--- config.mk ---
export PLATFORM = sky130hd
export DESIGN_NAME = burst_addr_seq
export DESIGN_NICKNAME = d
export VERILOG_FILES = /design/src/rtl/burst_seq_pkg.sv /design/src/rtl/bseq_capture.sv /design/src/rtl/bseq_counter.sv /design/src/rtl/bseq_order_map.sv /design/src/rtl/burst_addr_seq.sv
export SDC_FILE = /design/constraint.sdc
export NUM_CORES = 1
export LEC_CHECK = 0
export BUFFER_PORTS_ARGS = -buffer_cell sky130_fd_sc_hd__buf_4
export CORE_UTILIZATION = 41
export DETAILED_ROUTE_END_ITERATION = 8
export GPL_ROUTABILITY_DRIVEN = 0
export HOLD_SLACK_MARGIN = 0.02
export PLACE_DENSITY = 0.8
export SYNTH_ARGS = -nofsm -noshare
export SYNTH_HDL_FRONTEND = slang
export SYNTH_SLANG_ARGS = --single-unit
--- constraint.sdc ---
create_clock -name clk -period 1.3 [get_ports clk]
set_input_delay 0 -clock clk [delete_from_list [all_inputs] [get_ports clk]]
set_output_delay 0 -clock clk [all_outputs]
set_load 0.005 [all_outputs]
--- src/rtl/burst_seq_pkg.sv ---
package burst_seq_pkg;
  typedef enum logic {
    ORD_LINEAR     = 1'b0,
    ORD_INTERLEAVE = 1'b1
  } order_e;
endpackage

--- src/rtl/bseq_capture.sv ---
module bseq_capture
  import burst_seq_pkg::*;
#(
  parameter int ADDR_W = 19
) (
  input  logic              clk,
  input  logic              rst,
  input  logic              ce,
  input  logic              load,
  input  logic              order_sel,
  input  logic [ADDR_W-1:0] ext_addr,
  output logic [ADDR_W-1:0] base_d,
  output order_e            ord_d,
  output order_e            ord_q
);
  logic [ADDR_W-1:0] base_q;
  logic              take;

  assign take   = ce && load;
  assign base_d = take ? ext_addr : base_q;
  assign ord_d  = take ? order_e'(order_sel) : ord_q;

  always_ff @(posedge clk) begin
    if (rst) begin
      base_q <= '0;
      ord_q  <= ORD_LINEAR;
    end else begin
      base_q <= base_d;
      ord_q  <= ord_d;
    end
  end


  ord_hold_chk: assert property (@(posedge clk) disable iff (rst)
    !(ce && load) |=> $stable(ord_q));
endmodule

--- src/rtl/bseq_counter.sv ---
module bseq_counter #(
  parameter int CNT_W = 2
) (
  input  logic             clk,
  input  logic             rst,
  input  logic             ce,
  input  logic             load,
  input  logic             adv,
  output logic [CNT_W-1:0] cnt_d
);
  logic [CNT_W-1:0] cnt_q;

  always_comb begin
    cnt_d = cnt_q;
    if (ce) begin
      if (load)     cnt_d = '0;
      else if (adv) cnt_d = cnt_q + 1'b1;
    end
  end

  always_ff @(posedge clk) begin
    if (rst) cnt_q <= '0;
    else     cnt_q <= cnt_d;
  end


  load_clears_cnt_chk: assert property (@(posedge clk) disable iff (rst)
    (ce && load) |=> (cnt_q == '0));

  cnt_freeze_chk: assert property (@(posedge clk) disable iff (rst)
    !ce |=> $stable(cnt_q));
endmodule

--- src/rtl/bseq_order_map.sv ---
module bseq_order_map
  import burst_seq_pkg::*;
#(
  parameter int CNT_W = 2
) (
  input  logic [CNT_W-1:0] start,
  input  logic [CNT_W-1:0] beat,
  input  order_e           ord,
  output logic [CNT_W-1:0] low
);
  logic [CNT_W-1:0] lin_low;
  logic [CNT_W-1:0] ilv_low;

  assign lin_low = start + beat;
  assign ilv_low = start ^ beat;
  assign low     = (ord == ORD_INTERLEAVE) ? ilv_low : lin_low;
endmodule

--- src/rtl/burst_addr_seq.sv ---
module burst_addr_seq
  import burst_seq_pkg::*;
#(
  parameter int ADDR_W = 19,
  parameter int CNT_W  = 2
) (
  input  logic              clk,
  input  logic              rst,
  input  logic              ce,
  input  logic              load,
  input  logic              adv,
  input  logic              order_sel,
  input  logic [ADDR_W-1:0] ext_addr,
  output logic [ADDR_W-1:0] burst_addr
);
  localparam int UP_W = ADDR_W - CNT_W;

  logic [ADDR_W-1:0] base_d;
  order_e            ord_d;
  order_e            ord_q;
  logic [CNT_W-1:0]  cnt_d;
  logic [CNT_W-1:0]  low_d;
  logic              step;

  bseq_capture #(.ADDR_W(ADDR_W)) u_cap (
    .clk(clk), .rst(rst), .ce(ce), .load(load), .order_sel(order_sel),
    .ext_addr(ext_addr), .base_d(base_d), .ord_d(ord_d), .ord_q(ord_q)
  );

  bseq_counter #(.CNT_W(CNT_W)) u_cnt (
    .clk(clk), .rst(rst), .ce(ce), .load(load), .adv(adv), .cnt_d(cnt_d)
  );

  bseq_order_map #(.CNT_W(CNT_W)) u_map (
    .start(base_d[CNT_W-1:0]), .beat(cnt_d), .ord(ord_d), .low(low_d)
  );

  always_ff @(posedge clk) begin
    if (rst) burst_addr <= '0;
    else     burst_addr <= {base_d[ADDR_W-1:CNT_W], low_d};
  end

  assign step = ce && !load && adv;


  reset_zero_chk: assert property (@(posedge clk)
    rst |=> (burst_addr == '0));

  load_capture_chk: assert property (@(posedge clk) disable iff (rst)
    (ce && load) |=> (burst_addr == $past(ext_addr)));

  upper_fixed_chk: assert property (@(posedge clk) disable iff (rst)
    step |=> (burst_addr[ADDR_W-1:CNT_W] == $past(burst_addr[ADDR_W-1:CNT_W])));

  linear_step_chk: assert property (@(posedge clk) disable iff (rst)
    (step && ord_q == ORD_LINEAR) |=>
      (burst_addr[CNT_W-1:0] == CNT_W'($past(burst_addr[CNT_W-1:0]) + 1'b1)));

  ilv_moves_chk: assert property (@(posedge clk) disable iff (rst)
    (step && ord_q == ORD_INTERLEAVE) |=>
      (burst_addr[CNT_W-1:0] != $past(burst_addr[CNT_W-1:0])));

  ce_freeze_chk: assert property (@(posedge clk) disable iff (rst)
    !ce |=> $stable(burst_addr));

  idle_hold_chk: assert property (@(posedge clk) disable iff (rst)
    (ce && !load && !adv) |=> $stable(burst_addr));
endmodule

Word level (Yosys, flattened, before mapping). Index checks and enable logic that the tools add are counted.

Logic and storage cells: 14. Output and inout port bits: 19. Flip-flop bits (word level): 41.

Reduce and logical (&&, ||, !) cells: 1. Multiplexer cells: 6. Bitwise operators: 1. Add/subtract/negate cells: 2.

Operators with widths (count): two-way mux 19 bit (1); two-way mux 2 bit (4); adder 2 x 1 -> 2 bit (second input constant) (1); adder 2 bit (1); XOR 2 bit (1); logical AND 1 bit (1); two-way mux 1 bit (1).

Longest topological paths before layout. Gate-level depths: netlist of run 1.

Word-level depth: 6. Depth in mapped cells: 9. Mapped depth without buffers: 8.

Hierarchy. Synthesis of run 1 repeated with hierarchy kept, for this count alone.

Cells, all modules: 167. Area, all modules: 1695.4 sq um.

Modules (own cells, without submodules): bseq_capture (area each 1018.5 sq um, cells an instance 110, times used 1, sequential area each 400.4 sq um); burst_addr_seq (area each 516.7 sq um, cells an instance 39, times used 1, sequential area each 380.4 sq um); bseq_counter (area each 123.9 sq um, cells an instance 14, times used 1, sequential area each 40.0 sq um); bseq_order_map (area each 36.3 sq um, cells an instance 4, times used 1, sequential area each 0.0 sq um).

Worst setup path before layout of run 1. Ideal clock, no wire load.

Path kind: register -> register. From: register u_cnt.cnt_q[0]. To: register burst_addr[1]. Stages on the path, launching flop included: 7. Slack: -126 ps. Buffers on the path: 0. Setup time: 123 ps. Data arrival time: 1302 ps. Cell sequence: dfxtp_1 -> o21ai_0 -> ha_1 -> inv_1 -> a211oi_2 -> xnor2_1 -> mux2_1.

Cells in the longest elaborated chain, start to end: 6. Elaborated cells between the ends (all ways): 7. Classes of those cells: add/sub (2); mux (4); bitwise (1).

Ends and longest elaborated chain: start: declaration (RTL line bseq_counter.sv:11) `logic [CNT_W-1:0] cnt_q;`; start signal: assignment (RTL line bseq_counter.sv:23) `else cnt_q <= cnt_d;`; adder 2 x 1 -> 2 bit (RTL line bseq_counter.sv:17) `else if (adv) cnt_d = cnt_q + 1'b1;`; two-way mux 2 bit (RTL line bseq_counter.sv:17); two-way mux 2 bit (RTL line bseq_counter.sv:16) `if (load) cnt_d = '0;`; two-way mux 2 bit (*) (RTL line bseq_counter.sv:15) `if (ce) begin`; via cnt_d[0] (RTL line burst_addr_seq.sv:21) `logic [CNT_W-1:0] cnt_d;`; adder 2 bit (*) (RTL line bseq_order_map.sv:14) `assign lin_low = start + beat;`; two-way mux 2 bit (*) (RTL line bseq_order_map.sv:16) `assign low = (ord == ORD_INTERLEAVE) ? ilv_low : lin_low;`; end signal: assignment (RTL line burst_addr_seq.sv:40) `else burst_addr <= {base_d[ADDR_W-1:CNT_W], low_d};`; end: declaration (RTL line burst_addr_seq.sv:14) `output logic [ADDR_W-1:0] burst_addr`.

The timed path passes the listed nets; every way through them passes the cells marked *. A chain may end at the register's enable or synchronous reset.

Worst setup path after layout of run 1. Ends and elaborated chain as after synthesis.

==> summary.txt, run 1 <==
Timing
  – RSZ-0062 raised after global routing: yes
  – Max Clock Freq: around 650 MHz
  – Post-Route Setup TNS: -244 ps
  – Final WS setup: -244 ps
  – Worst slew margin: between 80 and 90%
  – Final Hold Fails: 0
  – # setup viols final: 1
  – Post-layout min period: ~1500 ps
  – Final period utilization: 119%
  – Final slew viol count: 0
  – Slew @ Worst Pin: between 200 and 250 ps
  – Final Skew: about 2.8 ps

Global route
  – First-pass GRT wire length: 3.82 mm
  – Grt ovf: 0
  – Largest net degree at the start of global routing: 25
  – Initial antenna violation count: 0
  – Vias in the first global route: 966
  – GRT Overall Usage: 19.4%

Critical path
  – Crit Path Class: flop to flop
  – CP max FO: 3
  – WP data required: 1510 ps
  – Critical Path End: burst_addr[1]
  – Setup slack, reg-to-reg: -240 ps
  – Worst reg-to-reg path cell count: 6
  – Startpoint Class: flop
  – FF-to-FF End: burst_addr[1]
  – Crit end category: flop
  – WP data arrival: 1750 ps
  – R2r startpoint: u_cnt.cnt_q[0]
  – Crit path launch: u_cnt.cnt_q[0]

Cells and area
  – Footprint of the multi-input gates: 403 sq um
  – Finished Layout Cells: ~210
  – Area growth syn-to-layout: 53.0%
  – Storage cell area: 482 sq um
  – Post-Layout Inst Area: roughly 0.0016 sq mm
  – Filler instances: between 150 and 200
  – Final-stage net count: 206
  – Final core occ: 68.7%
  – Layout cell share with drive strength beyond 1: between 30 and 40%
  – # diodes: 0

Synth
  – Most frequent cells after synthesis: nand2_1 (41), dfxtp_1 (24), a21oi_1 (19), buf_4 (17), buf_2 (3)
  – Yosys top cell area share: roughly 47%
  – Mean Syn Cell Area: 8.19 sq um
  – Primary FF master, synth: dfxtp_1
  – Number of enable flip-flop cells after synthesis: 0
  – Synth warn: 0
  – Post-synthesis cell type count: 24
  – Syn Nets: about 150
  – Ys async rst share: 0%
  – Yosys top cell by area: dfxtp_1
  – Most common cell in the netlist: nand2_1
  – Yosys reg bits: 24
  – Post-Syn Area: slightly above 0.001 sq mm
  – Register area share after synthesis: between 40% and 50%
  – Synth Instances: 126
  – Ranking of synthesized cells by area: dfxtp_1 (47%), nand2_1 (15%), buf_4 (12%)

Power
  – Leakage power: 0.707 nW
  – PD cells: ~1000 mW/mm^2
  – Total power: 1.58 mW
  – Peak supply drop: about 0.00074 V

Drt
  – Drt drc: 0
  – Wire per inst: 11.9 um
  – Via density: 4.79
  – Iteration-0 DRC Markers: 6
  – Final WL: 2.47 mm
  – Via Count: around 990
  – First-pass DRT Iterations: 3
  – Final ANT Viol Nets: 0

Hold path
  – Hold WC Path Type: input port to flop
  – Hold path cells: 4

Clock tree
  – Worst-Skew Late Latency: roughly 310 ps
  – Max clock buf depth: 2
  – Worst-path clk slew: 120 ps
  – CTS Buf Count: 3
  – Clk sink count: 24
  – Root buffer cell: clkbuf_4
  – CTS tree: done
  – Max H-tree Level: 1

Floorplan
  – Core Footprint: between 0.002 and 0.0025 sq mm
  – Die area: ~0.0027 sq mm
  – Height of the die: 52.2 um
  – Initial Util: between 40% and 50%
  – IO Count: 44
  – Row cnt: 17
  – Die extent in x: 52.2 um

Place
  – Cell Area, Placed: between 0.001 and 0.0015 sq mm
  – Port Buffers: 43
  – DPL Wire Length: about 1.5 mm
  – Placed insts: between 150 and 200

Run
  – Max_cap viols: 0

Run status
  – Failing checks: negative setup slack
  – Outcome: finished, violations left
## cells in the final DEF, fill, tap and decap left out, types with 2 or more instances in the layout
| cell | Yosys | final |
|---|---|---|
| dfxtp_1 | 24 | 23 |
| nor2b_1 | 2 | 2 |
| clkbuf_4 | 0 | 3 |
| buf_4 | 17 | 47 |
| a21oi_1 | 19 | 19 |
| dlygate4sd3_1 | 0 | 25 |
| nand2_1 | 41 | 40 |
## per-stage QoR
step,hold slack [ps],setup slack [ps]
final,63.0,-244
after global routing,99.3,-297
after CTS,21.3,-244
after detailed placement,258,-226
after global placement,248,-111
after floorplan,64.2,-80.3
## repair_timing
item | in CTS | in global routing
resized for setup | 2 | 0
hold endpoints to repair | 20 | 4
pin swaps | 2 | 0
endpoints found under the setup margin | 1 | 1
setup buffers | 1 | 0
hold buffers | 24 | 1
## per-layer routing
| layer | track usage (%) | up-vias | share of wire, % |
|---|---|---|---|
| met3 | 6.38 | 10 | 5.4 |
| met1 | 17.9 | 453 | 38 |
| met4 | 7.89 | 0 | 3.4 |
| met2 | 38.2 | 35 | 53 |
| li1 | - | 494 | - |
| met5 | 0 | - | 0 |
## cell type report
class	instances	area share (%)
Timing Repair Buffer	72	38.2
Sequential cell	24	30.5
Multi-Input combinational cell	78	25.5
Tap cell	28	2.22
Clock inverter	1	1.90
Clock buffer	3	1.43
Inverter	1	0.238
## critical path: stages (launching register included)
cell      delay, ps
dfxtp_2         360
o21ai_2         170
ha_2            210
inv_2            30
a211oi_2        170
xnor2_1         150
mux2_1          350
## flip-flops by register name, summed over array words and instances, names as in the netlist
signal        count
burst_addr       19
u_cap.base_q      2
u_cnt.cnt_q       2
u_cap.ord_q       1
## logic make-up after synthesis
| logic type | after synthesis | synth area share (%) |
|---|---|---|
| AOI/OAI and AO/OA | 25 | 13.8 |
| xor gates and xnor gates | 1 | 0.849 |
| adders and majority gates | 1 | 1.21 |
| buffers and inverters | 24 | 15.3 |
| DFF | 24 | 46.5 |
| muxes | 2 | 2.42 |
| and+or+nand+nor | 49 | 19.9 |
## worst min-delay path by stage
stage / start / to / slack, ps
final: ce / u_cap.base_q[0] / 60
after global routing: ce / u_cap.base_q[0] / 100
after CTS: rst / burst_addr[15] / 20
after detailed placement: ext_addr[4] / burst_addr[4] / 260
after global placement: ext_addr[13] / burst_addr[13] / 250
after floorplan: rst / u_cnt.cnt_q[0] / 60
## report_power, final
group	leakage [nW]	internal [mW]	switching [mW]
logic	0.482	0.169	0.104
registers	0.197	0.770	0.0174
clock network	0.0279	0.312	0.211
No activity file was read; power rests on OpenSTA's default activity.
==> inputs of run 2 (changes only) <==
CAP_MARGIN = 20   (was unset)
CORE_UTILIZATION = 48   (was 41)
PLACE_DENSITY = 0.83   (was 0.8)
SETUP_SLACK_MARGIN = 0.1   (was unset)
SYNTH_HIERARCHICAL = 1   (was unset)
==> run 2 against run 1 <==
- the flow still finishes with violations (negative setup slack)
- sequential share of layout area is 3.8 points higher
- sequential power grew 69%
- final area up 52%
- global-route usage rose by 0.63 points
==> summary.txt, run 2 <==
Run status
  – Outcome: finished, violations left
  – Failing checks: negative setup slack

Clock tree
  – Max clock buf depth: 2 (unchanged)
  – Worst-Skew Late Latency: 340 ps (+30 ps)
  – Clk sink count: 41 (+71%)
  – CTS Buf Count: 5 (+2)
  – Worst-path clk slew: 110 ps (about the same)
  – CTS tree: done
  – Root buffer cell: clkbuf_4
  – Max H-tree Level: 2 (+1)

Power
  – Pint: 2.00 mW (+60%)
  – Combinational Power Share: 15.4% (-1.9 points)
  – Peak supply drop: 0.000712 V (-3.9%)
  – Switching part of the total power: 22.6% (+1.6 points)
  – Sequential Power Share: 51.4% (+1.7 points)
  – Sw power: 0.585 mW (+76%)
  – Clock power frac: 33.1% (about the same)
  – PD cells: 1080 mW/mm^2 (+7.7%)
  – Leakage power: 1.12 nW (+58%)

Timing
  – Final WS setup: -110 ps (+134 ps)
  – Slew @ Worst Pin: 428 ps (+183 ps)
  – Post-Route Setup TNS: -118 ps (+126 ps)
  – Final Skew: 7.87 ps (+5.08 ps)
  – Max Clock Freq: 709 MHz (+9.5%)
  – Final slew viol count: 0 (unchanged)
  – RSZ-0062 raised after global routing: yes
  – Worst slew margin: 71.5% (-12 points)
  – Final period utilization: 108% (-10 points)
  – # setup viols final: 2 (+1)
  – Post-layout min period: 1410 ps (-134 ps)
  – Hold Slack: 38.7 ps (-24.4 ps)
  – Final Hold Fails: 0 (unchanged)

Synth
  – Most common cell in the netlist: dfxtp_1
  – Number of enable flip-flop cells after synthesis: 0 (unchanged)
  – Synth Instances: 167 (+33%)
  – Syn Nets: 193 (+27%)
  – Mean Syn Cell Area: 10.2 sq um (+24%)
  – Synth warn: 6 (+6)
  – Yosys top cell area share: 48.4% (+1.9 points)
  – Post-Syn Area: 0.00170 sq mm (+64%)
  – Yosys reg bits: 41 (+71%)
  – Register area share after synthesis: 48.4% (+1.9 points)
  – Post-synthesis cell type count: 22 (-8.3%)
  – Yosys top cell by area: dfxtp_1
  – Ranking of synthesized cells by area: dfxtp_1 (48%), a21bo_1 (12%), a21oi_2 (10%)
  – Most frequent cells after synthesis: dfxtp_1 (41), nand2_1 (22), a21bo_1 (20), a21oi_2 (20), nand3_1 (20)
  – Primary FF master, synth: dfxtp_1
  – Ys async rst share: 0% (unchanged)

Drt
  – Final ANT Viol Nets: 0 (unchanged)
  – Iteration-0 DRC Markers: 55 (+49)
  – Final WL: 3.56 mm (+44%)
  – WL met2: 1.82 mm (+40%)
  – Via density: 4.86 (+1.4%)
  – Drt drc: 0 (unchanged)
  – First-pass DRT Iterations: 4 (+1)
  – Wire per inst: 12.5 um (+5.1%)
  – Via Count: 1,380 (+39%)
  – Wire length on met1: 1.52 mm (+60%)
  – Met3 wire len: 145 um (+9.8%)
  – Uppermost layer routed: met4

Run
  – Max_cap viols: 0 (unchanged)

Global route
  – First-pass GRT wire length: 5.40 mm (+42%)
  – Grt ovf: 0 (unchanged)
  – Vias in the first global route: 1,226 (+27%)
  – Largest net degree at the start of global routing: 36 (+44%)
  – GRT Overall Usage: 20.1% (+0.63 points)
  – Initial antenna violation count: 0 (unchanged)

Cells and area
  – Layout cell share with drive strength beyond 1: 35.3% (+1.8 points)
  – Largest registers in the final layout: burst_addr: 19 flops, u_cap/base_q: 19 flops, u_cnt/cnt_q: 2 flops
  – Final-stage net count: 263 (+28%)
  – Area growth syn-to-layout: 41.2%
  – Commonest non-fill, non-tap cells in the layout: buf_4 (51), dfxtp_1 (40), dlygate4sd3_1 (23)
  – Final core occ: 71.2% (+2.4 points)
  – # diodes: 0 (unchanged)
  – Most common library cell in the layout ignoring fill and taps: buf_4

Place
  – Port Buffers: 43 (unchanged)
  – DPL Wire Length: 2.05 mm (+33%)

Critical path
  – Slowest library cell on the worst path: dfxtp_2
  – WP data required: 1540 ps (+30 ps)
  – WP data arrival: 1650 ps (-100 ps)
  – Crit Path Class: flop to flop
  – Worst-path cell chain: inv_2 > mux2_4 > o22ai_4 > ha_1 > nor2b_2 > xnor2_1 > and2b_1
  – Setup slack, reg-to-reg: -110 ps (+130 ps)
  – Crit end category: flop
  – CP max FO: 3 (unchanged)
  – Crit-path max cell delay: 340 ps (-20 ps)
  – Startpoint Class: flop

Floorplan
  – Die area: 0.00377 sq mm (+39%)
  – Die extent in x: 61.4 um (+18%)
  – Core Footprint: 0.00336 sq mm (+46%)
  – Height of the die: 61.4 um (+18%)
  – Row cnt: 21 (+4)
  – IO Count: 44 (unchanged)
  – Initial Util: 50.4% (+5.5 points)

Hold path
  – Hold WC Path Type: input port to flop
run 2: path summary, 6_finish.rpt:
check | startpoint | end | cells past startpoint
worst max register to register | u_cnt/cnt_q[0] | burst_addr[1] | 7
worst max-delay path | u_cnt/cnt_q[0] | burst_addr[1] | 7
worst min-delay path | load | u_cnt/cnt_q[0] | 3
worst min register to register | u_cnt/cnt_q[1] | u_cnt/cnt_q[1] | 2
run 2: area by class of cell:
class	instances	area, sq um
timing repair buffer	74	613
fill	257	970
tap	46	57.6
sequential	41	822
multi-input combinational	114	812
inverter	1	3.75
clock inverter	1	30.0
clock buffer	7	55.1
run 2: what timing repair did:
action | CTS | global route
pin swaps | 1 | 0
gates resized for setup | 0 | 1
endpoints found under the setup margin | 2 | 2
buffers inserted | 0 | 1
hold buffers | 23 | 0
cloned | 0 | 0
hold endpoints to repair | 23 | 0
run 2: metrics by stage:
step	setup WS (ps)	area [sq um]	instances	power, mW
5_1_grt	-149	2390	284	2.73
2_1_floorplan	-55.7	1710	167	1.55
3_5_place_dp	-116	2060	252	1.69
6_report	-110	2390	284	2.59
4_1_cts	-103	2380	283	2.60
3_3_place_gp	-57.1	2060	252	1.68
run 2: kinds of logic after synthesis:
family	Yosys count	synth area share (%)
AND/OR/NAND/NOR	65	20.1
AO/OA/AOI/OAI	45	24.2
flip-flops	41	48.4
buffers and inverters	12	4.65
XOR/XNOR	2	1.03
multiplexers	1	0.885
adder cells (fa/ha/maj)	1	0.738
run 2: critical path: cells and delay by family (launching register included):
family,cells,cell delay (ps)
AO/OA/AOI/OAI,1,100
XOR/XNOR,1,70
adder cells (fa/ha/maj),1,150
buffers and inverters,1,60
flip-flops,1,340
multiplexers,1,320
AND/OR/NAND/NOR,2,290
run 2: power by group through the flow:
stage	Combinational, mW	Sequential, mW	Clock [mW]
2_1_floorplan	0.193	1.36	0
3_3_place_gp	0.325	1.36	0
3_5_place_dp	0.332	1.36	0
4_1_cts	0.387	1.33	0.885
5_1_grt	0.435	1.34	0.957
6_report	0.399	1.33	0.857
run 2: per-layer routing:
layer | vias to the layer above | track usage (%)
li1 | 708 | -
met1 | 627 | 25.0
met2 | 37 | 32.5
met3 | 8 | 4.41
met4 | 0 | 10.8
met5 | - | 0
==> inputs of run 3 (changes only) <==
GPL_ROUTABILITY_DRIVEN = 1   (was 0)
RECOVER_POWER = 100   (was unset)
==> run 3 against run 2 <==
- the run still ends with negative setup slack left
- total power fell by 0.59%
- register-to-register slack hardly changed
- critical path type unchanged
- wire length fell by 1.6%
- critical endpoint unchanged
- sequential share of layout area rose by 0.60 points
- utilization down 1.2 points
- global-route usage is the same
- clock power barely moved
- combinational power down 4%
==> summary.txt, run 3 (synthesis results as in run 2) <==
Drt
  – Met3 wire len: 139 um (-4.1%)
  – Via Count: 1,377 (-0.22%)
  – Final ANT Viol Nets: 0 (unchanged)
  – Uppermost layer routed: met4
  – Iteration-0 DRC Markers: 43 (-22%)
  – Wire per inst: 12.3 um (-1.6%)
  – First-pass DRT Iterations: 4 (unchanged)
  – WL met2: 1.78 mm (-2.0%)
  – Final WL: 3.50 mm (-1.6%)
  – Drt drc: 0 (unchanged)
  – Via density: 4.85 (-0.22%)
  – Wire length on met1: 1.52 mm (-0.20%)

Critical path
  – CP max FO: 3 (unchanged)
  – Startpoint Class: flop
  – WP data arrival: 1650 ps (about the same)
  – Worst reg-to-reg path cell count: 7 (unchanged)
  – WP data required: 1540 ps (about the same)
  – Crit Path Class: flop to flop
  – R2r startpoint: u_cnt/cnt_q[0]
  – Crit end category: flop
  – Setup slack, reg-to-reg: -110 ps (about the same)
  – FF-to-FF End: burst_addr[1]

Hold path
  – Hold WC Path Type: input port to flop
  – Hold path cells: 3 (unchanged)
  – Hold_sp: load
  – Hold path endpoint: u_cnt/cnt_q[0]

Clock tree
  – Worst-Skew Late Latency: 330 ps (about the same)
  – Root buffer cell: clkbuf_4
  – Max H-tree Level: 2 (unchanged)
  – Max clock buf depth: 2 (unchanged)
  – CTS tree: done
  – Clk sink count: 41 (unchanged)
  – CTS Buf Count: 5 (unchanged)
  – Worst-path clk slew: 110 ps (about the same)

Place
  – Port Buffers: 43 (unchanged)
  – DPL Wire Length: 2.05 mm (unchanged)
  – RePlAce Congestion: about 0.7
  – Placed insts: 252 (unchanged)

Timing
  – # setup viols final: 2 (unchanged)
  – Final WS setup: -113 ps (-2.41 ps)
  – Slew @ Worst Pin: 371 ps (-56.9 ps)
  – RSZ-0062 raised after global routing: yes
  – Worst slew margin: 75.3% (+3.8 points)
  – Final slew viol count: 0 (unchanged)
  – Final Hold Fails: 0 (unchanged)
  – Max Clock Freq: 708 MHz (-0.17%)
  – Final Skew: 8.68 ps (+0.807 ps)
  – Hold Slack: 43.4 ps (+4.69 ps)
  – Post-layout min period: 1410 ps (+2.41 ps)
  – Final period utilization: 109% (+0.19 points)

Cells and area
  – Commonest non-fill, non-tap cells in the layout: dfxtp_1 (40), buf_4 (31), clkbuf_4 (25)
  – # diodes: 0 (unchanged)
  – Largest registers in the final layout: burst_addr: 19 flops, u_cap/base_q: 19 flops, u_cnt/cnt_q: 2 flops
  – Layout cell share with drive strength beyond 1: 30.7% (-4.6 points)
  – Area growth syn-to-layout: 38.7%
  – Most common library cell in the layout ignoring fill and taps: dfxtp_1
  – Finished Layout Cells: 284 (unchanged)
  – Final-stage net count: 263 (unchanged)

Floorplan
  – Die area: 0.00377 sq mm (unchanged)
  – Initial Util: 50.4% (unchanged)
  – Die extent in x: 61.4 um (unchanged)
  – Height of the die: 61.4 um (unchanged)
  – Core Footprint: 0.00336 sq mm (unchanged)
  – Row cnt: 21 (unchanged)
  – IO Count: 44 (unchanged)

Run status
  – Failing checks: negative setup slack
  – Outcome: finished, violations left

Run
  – Max_cap viols: 0 (unchanged)

Power
  – Peak supply drop: 0.000693 V (-2.7%)
  – Total power: 2.57 mW (-0.59%)
  – Leakage power: 1.11 nW (-0.91%)
  – PD cells: 1090 mW/mm^2 (+1.2%)

Global route
  – Initial antenna violation count: 0 (unchanged)
  – First-pass GRT wire length: 5.40 mm (unchanged)
  – Largest net degree at the start of global routing: 36 (unchanged)
  – GRT Overall Usage: 20.1% (unchanged)
  – Vias in the first global route: 1,226 (unchanged)
  – Grt ovf: 0 (unchanged)
==> run 3: cell types whose count changed in the layout (fill, tap and decap cells not counted), sizes merged <==
cell,before,now
buf,51,31
clkbuf,7,27
==> run 3: final cells by class <==
type,count,area [sq um]
Sequential cell,41,822
Clock inverter,1,30.0
Multi-Input combinational cell,114,771
Inverter,1,3.75
Timing Repair Buffer,74,613
Tap cell,46,57.6
Clock buffer,7,55.1
Fill cell,272,1010
==> run 3: critical path, stage by stage, from the launching register on <==
cell	delay (ps)
dfxtp_2	340
inv_2	60
mux2_4	320
o22ai_4	100
ha_1	150
nor2b_2	140
xnor2_1	60
and2b_1	150
==> run 3: power breakdown <==
group | switching, mW | internal, mW | leakage (nW)
combinational | 0.164 | 0.220 | 0.725
sequential | 0.0148 | 1.31 | 0.336
clock | 0.399 | 0.460 | 0.0455
total | 0.577 | 1.99 | 1.11
==> run 3: per-layer routing <==
layer  GRT usage (%)  up-vias
met3            4.41        6
met5               0        -
met1            25.0      618
met2            32.5       43
met4            10.8        0
li1                -      710
==> run 3: metrics by stage <==
stage | setup slack [ps] | util, % | TNS, ps | area, sq um
3_5_place_dp | -116 | 61.3 | -132 | 2060
4_1_cts | -103 | 70.7 | -116 | 2380
2_1_floorplan | -55.7 | - | -55.7 | 1710
3_3_place_gp | -57.1 | 61.3 | -57.1 | 2060
6_report | -113 | 69.9 | -123 | 2350
5_1_grt | -149 | 69.9 | -213 | 2350
==> run 3: worst max-delay path by stage <==
stage              startpoint             to  slack (ps)
2_1_floorplan  u_cnt/cnt_q[0]  burst_addr[1]         -60
3_3_place_gp   u_cnt/cnt_q[0]  burst_addr[1]         -60
3_5_place_dp   u_cnt/cnt_q[0]  burst_addr[1]        -120
4_1_cts        u_cnt/cnt_q[0]  burst_addr[1]        -100
5_1_grt        u_cnt/cnt_q[0]  burst_addr[1]        -150
6_report       u_cnt/cnt_q[0]  burst_addr[1]        -110
==> run 3: what timing repair did <==
| item | 4_1_cts | 5_1_grt |
|---|---|---|
| endpoints found under the setup margin | 2 | 2 |
| endpoints found under the hold margin | 23 | 0 |
| buffers inserted | 0 | 1 |
| gates resized for setup | 0 | 1 |
| hold buffers | 23 | 0 |
| pin swaps | 1 | 0 |
